**config.mk**
```make
export PLATFORM = sky130hd
export DESIGN_NAME = strap_latch_ctrl
export DESIGN_NICKNAME = d
export VERILOG_FILES = /design/src/rtl/strap_pkg.sv /design/src/rtl/strap_sync.sv /design/src/rtl/strap_freq_decode.sv /design/src/rtl/strap_capture.sv /design/src/rtl/strap_latch_ctrl.sv
export SDC_FILE = /design/constraint.sdc
export NUM_CORES = 1
export LEC_CHECK = 0
export CAP_MARGIN = 20
export CORE_MARGIN = 4
export CORE_UTILIZATION = 40
export DETAILED_ROUTE_END_ITERATION = 10
export DONT_BUFFER_PORTS = 1
export GPL_TIMING_DRIVEN = 0
export MAX_ROUTING_LAYER = met4
export PLACE_DENSITY = 0.62
export SLEW_MARGIN = 20
export SYNTH_ARGS = -nofsm -noshare
export SYNTH_HDL_FRONTEND = slang
export SYNTH_SLANG_ARGS = --single-unit
```
**constraint.sdc**
```tcl
create_clock -name clk -period 2.2 [get_ports clk]
set_input_delay 0.11 -clock clk [delete_from_list [all_inputs] [get_ports clk]]
set_output_delay 0.11 -clock clk [all_outputs]
set_load 0.01 [all_outputs]
```
**src/rtl/strap_pkg.sv**
```systemverilog
package strap_pkg;
  localparam int FS_W  = 3;
  localparam int IDX_W = 3;

  typedef enum logic [IDX_W-1:0] {
    FREQ_100 = 3'd0,
    FREQ_133 = 3'd1,
    FREQ_166 = 3'd2,
    FREQ_200 = 3'd3,
    FREQ_266 = 3'd4,
    FREQ_333 = 3'd5,
    FREQ_400 = 3'd6
  } freq_e;
endpackage

```
**src/rtl/strap_sync.sv**
```systemverilog
module strap_sync #(
  parameter int W      = 6,
  parameter int STAGES = 2
) (
  input  logic         clk,
  input  logic         rst,
  input  logic [W-1:0] d_in,
  output logic [W-1:0] d_out
);
  logic [STAGES-1:0][W-1:0] stg;

  always_ff @(posedge clk) begin
    if (rst) stg[0] <= '0;
    else     stg[0] <= d_in;
  end

  for (genvar s = 1; s < STAGES; s++) begin : g_stage
    always_ff @(posedge clk) begin
      if (rst) stg[s] <= '0;
      else     stg[s] <= stg[s-1];
    end
  end

  assign d_out = stg[STAGES-1];
endmodule

```
**src/rtl/strap_freq_decode.sv**
```systemverilog
module strap_freq_decode
  import strap_pkg::*;
(
  input  logic [FS_W-1:0] code,
  output freq_e           idx,
  output logic            rsvd
);
  always_comb begin
    rsvd = 1'b0;
    unique case (code)
      3'b000: idx = FREQ_266;
      3'b001: idx = FREQ_133;
      3'b010: idx = FREQ_200;
      3'b011: idx = FREQ_166;
      3'b100: idx = FREQ_333;
      3'b101: idx = FREQ_100;
      3'b110: idx = FREQ_400;
      default: begin
        idx  = FREQ_100;
        rsvd = 1'b1;
      end
    endcase
  end
endmodule

```
**src/rtl/strap_capture.sv**
```systemverilog
module strap_capture
  import strap_pkg::*;
(
  input  logic            clk,
  input  logic            rst,
  input  logic            pg_s,
  input  logic            tm_s,
  input  logic            dbg_s,
  input  logic [FS_W-1:0] fs_s,
  input  freq_e           dec_idx,
  input  logic            dec_rsvd,
  output logic            captured,
  output logic [FS_W-1:0] fs_lat,
  output logic            dbg_lat,
  output logic [IDX_W-1:0] idx_lat,
  output logic            rsvd_lat,
  output logic            pdn,
  output logic            hiz,
  output logic            refdiv
);
  logic pg_d;
  logic valid_hi;
  logic take;

  assign valid_hi = pg_s & pg_d;
  assign take     = valid_hi & (~captured | tm_s);

  always_ff @(posedge clk) begin
    if (rst) begin
      pg_d     <= 1'b0;
      captured <= 1'b0;
      fs_lat   <= '0;
      dbg_lat  <= 1'b0;
      idx_lat  <= '0;
      rsvd_lat <= 1'b0;
      pdn      <= 1'b0;
      hiz      <= 1'b0;
      refdiv   <= 1'b0;
    end else begin
      pg_d <= pg_s;
      if (take) begin
        captured <= 1'b1;
        fs_lat   <= fs_s;
        dbg_lat  <= dbg_s;
        idx_lat  <= dec_idx;
        rsvd_lat <= dec_rsvd;
      end
      pdn    <= captured & ~pg_s;
      hiz    <= tm_s & ~fs_s[1];
      refdiv <= tm_s & fs_s[1];
    end
  end


  pdn_no_early_chk: assert property (@(posedge clk) disable iff (rst)
    !captured |-> !pdn);


  latch_hold_chk: assert property (@(posedge clk) disable iff (rst)
    ($past(captured) && !$past(tm_s)) |-> ($stable(fs_lat) && $stable(dbg_lat) && $stable(idx_lat)));


  capture_needs_pg_chk: assert property (@(posedge clk) disable iff (rst)
    $rose(captured) |-> ($past(pg_s) && $past(pg_d)));


  rsvd_idx_chk: assert property (@(posedge clk) disable iff (rst)
    rsvd_lat |-> (idx_lat == IDX_W'(FREQ_100)));


  tm_excl_chk: assert property (@(posedge clk) disable iff (rst)
    !(hiz && refdiv));
endmodule

```
**src/rtl/strap_latch_ctrl.sv**
```systemverilog
module strap_latch_ctrl
  import strap_pkg::*;
#(
  parameter int SYNC_STAGES = 2
) (
  input  logic             clk,
  input  logic             rst,
  input  logic             fs_a_in,
  input  logic             fs_b_in,
  input  logic             fs_c_in,
  input  logic             dbg_en_in,
  input  logic             test_mode_in,
  input  logic             pwrgd_in,
  output logic             straps_valid,
  output logic [FS_W-1:0]  fs_latched,
  output logic             sel_cpu2,
  output logic [IDX_W-1:0] freq_idx,
  output logic             freq_rsvd,
  output logic             pdn_req,
  output logic             tm_hiz,
  output logic             tm_refdiv
);
  localparam int SW = FS_W + 3;

  logic [SW-1:0]   raw_v, syn_v;
  logic [FS_W-1:0] fs_s;
  logic            dbg_s, tm_s, pg_s;
  freq_e           dec_idx;
  logic            dec_rsvd;

  assign raw_v = {pwrgd_in, test_mode_in, dbg_en_in, fs_c_in, fs_b_in, fs_a_in};
  assign fs_s  = syn_v[FS_W-1:0];
  assign dbg_s = syn_v[FS_W];
  assign tm_s  = syn_v[FS_W+1];
  assign pg_s  = syn_v[FS_W+2];

  strap_sync #(.W(SW), .STAGES(SYNC_STAGES)) u_sync (
    .clk   (clk),
    .rst   (rst),
    .d_in  (raw_v),
    .d_out (syn_v)
  );

  strap_freq_decode u_dec (
    .code (fs_s),
    .idx  (dec_idx),
    .rsvd (dec_rsvd)
  );

  strap_capture u_cap (
    .clk      (clk),
    .rst      (rst),
    .pg_s     (pg_s),
    .tm_s     (tm_s),
    .dbg_s    (dbg_s),
    .fs_s     (fs_s),
    .dec_idx  (dec_idx),
    .dec_rsvd (dec_rsvd),
    .captured (straps_valid),
    .fs_lat   (fs_latched),
    .dbg_lat  (sel_cpu2),
    .idx_lat  (freq_idx),
    .rsvd_lat (freq_rsvd),
    .pdn      (pdn_req),
    .hiz      (tm_hiz),
    .refdiv   (tm_refdiv)
  );
endmodule

```
==> reports/results.tsv <==
metric	value	unit
ys flop type	dfxtp_1	
Post-synth ARST share	0	%
Clock Latency Late Sink	0.31	ns
critical path class	reg -> reg	
CTS resizes	0	
CP Capture Type	flip-flop	
Worst Path Arrival	1.54	ns
DP Cell Count	108	
post-synthesis cell area	817	um2
worst vdd ir	0.398	mV
DRC viols	0	
synth top area cells	dfxtp_1 (61%), nor2b_1 (11%), o21ai_0 (5.5%), a21oi_1 (4.9%), nand3_1 (3.1%)	
Final WS setup	0.906	ns
Achievable Freq	773	MHz
Num CTS Buffers	3	
sequential cell area fraction in the yosys report	61.3	%
worst-margin pin slew	0.414	ns
maxcap violations	0	
Starting Density	42.1	%
ANT nets after route	0	
syn_nets	89	
dpl ws	0.936	ns
Nets	101	
CP required	2.45	ns
die width	53.2	um
r2r startpoint	u_cap.captured$_SDFFE_PP0P_	
Yosys reg bits	25	
number of global-route vias before repair	462	
max-slew violations	0	
CP startpoint kind	flip-flop	
min Tclk post-route	1.29	ns
cts hold-fix bufs	7	
area occupied by multi-input gates	295	um2
GP Congestion	0.765	
Inserted Diodes	0	
leading area contributor after synthesis	dfxtp_1	
Tightest Hold Check Type	in -> reg	
setup repair after global routing missed its margin	no	
Synth top area share	61.3	%
# rows	16	
grt ovf	0	
Area Growth Syn to Fin	15.9	%
clk buf depth	2	
Yosys warning total	0	
CTS tree	done	
Ports	20	
Overall Power	698	uW
crit share post-route	58.8	%
fin util	48.8	%
Root Driver	clkbuf_4	
Final Hold Fails	0	
clk_skew	0.00738	ns
Vias	565	
Avg Cell Area, Syn	10.1	um2
die boundary height	53.2	um
leakage	0.346	nW
Distinct cells, synth	20	
setup TNS	0	ns
register area	500	um2
fin cells	119	
vias per cell	4.75	
power per cell area	737	nW/um2
total core area	1940	um2
Synth Instances	81	
Die ar.	2830	um2
H-tree Lvls	1	
All-Layer GR Usage	11.4	%
HPWL after DPL	895	um
top-count cell post-synth	dfxtp_1	
status	complete, no violations	
DRT Pass-1 Iters	4	
initial antenna violation count	0	
first-pass GRT wire length	2170	um
Synth top cells by count	dfxtp_1 (25), nor2b_1 (15), o21ai_0 (9)	
Filler cells	193	
number of flops mapped to enable cells by yosys	0	
worst-path fanout max	8	
port bufs	0	
CP startpoint	u_cap.captured$_SDFFE_PP0P_	
WL/cell	11.5	um
post-CTS setup buffer count	0	
Final setup viols	0	
clock transition at the registers of the reported paths	0.13	ns
share of cells above drive strength 1	6.52	%
# clock sinks	25	
1st-iter DRT viols	7	
Slew HR	72.4	%
Hold Startpoint	rst	
WL final	1370	um
largest net degree at the start of global routing	14	
## critical path, stage by stage, from the launching register on
cell     delay [ns]
dfxtp_1        0.39
nor2b_1        0.22
or4_1          0.48
a21oi_1        0.14
## placed cells by master (no fill, tap or decap)
cell type,count
nor2b_1,15
and3_1,1
o21ai_0,9
buf_2,1
nand2b_1,1
xor2_1,1
clkbuf_2,1
and3b_1,1
nor3b_1,2
or4_1,1
clkbuf_4,3
nand2_2,1
nand2_1,1
dlygate4sd3_1,7
nand3_1,5
nand4_1,1
nor2_1,2
dfxtp_1,25
a21oi_1,8
and2_1,1
a311oi_1,1
clkbuf_1,4
## logic make-up after synthesis
group	count (synthesis)	synth area share, %
simple gates	32	23.6
flops	25	61.3
compound gates	18	11.5
buf+inv	5	2.60
xor+xnor	1	1.07
## state kept, by name, indices dropped and copies added (netlist names), 3 cells and up
name,flops
u_cap.idx_lat,3
u_sync.d_out,6
u_sync.stg,6
u_cap.fs_lat,3
## area by class of cell
cell class	instances	area share (%)
plain buffers	5	2.25
multi-input cells	51	31.2
flip-flops and latches	25	52.8
clock buffers	4	2.77
repair buffers	7	7.40
well taps	27	3.57
## power by group
| group | internal, mW | total (mW) | switching [mW] |
|---|---|---|---|
| Combinational | 0.0179 | 0.0313 | 0.0134 |
| Sequential | 0.464 | 0.470 | 0.00591 |
| Clock | 0.0708 | 0.196 | 0.125 |
| Total | 0.553 | 0.698 | 0.145 |
## metrics by stage
stage | hold slack [ns] | area (um2)
CTS | 0.165 | 947
finish | 0.163 | 947
global route | 0.201 | 947
detailed placement | 0.185 | 851
global placement | 0.183 | 851
floorplan | 0.182 | 817
## per-layer routing
layer	vias to the layer above	share of wire (%)	wire length (um)	GRT usage, %
met1	250	42	576	13.8
met4	0	2.9	40	7.66
met5	-	0	0	-
met3	5	7.0	95	2.54
li1	294	-	-	-
met2	16	48	652	16.7
## path summary, 6_finish.rpt
path	end	slack [ns]	cells past startpoint
max	u_cap.idx_lat[2]$_SDFFE_PP0P_	0.91	3
min	u_sync.stg[0]$_SDFF_PP0_	0.16	2
max reg2reg	u_cap.idx_lat[2]$_SDFFE_PP0P_	0.91	3
min reg2reg	u_sync.d_out[1]$_SDFF_PP0_	0.45	1
Power figures use the tool's default switching activity.
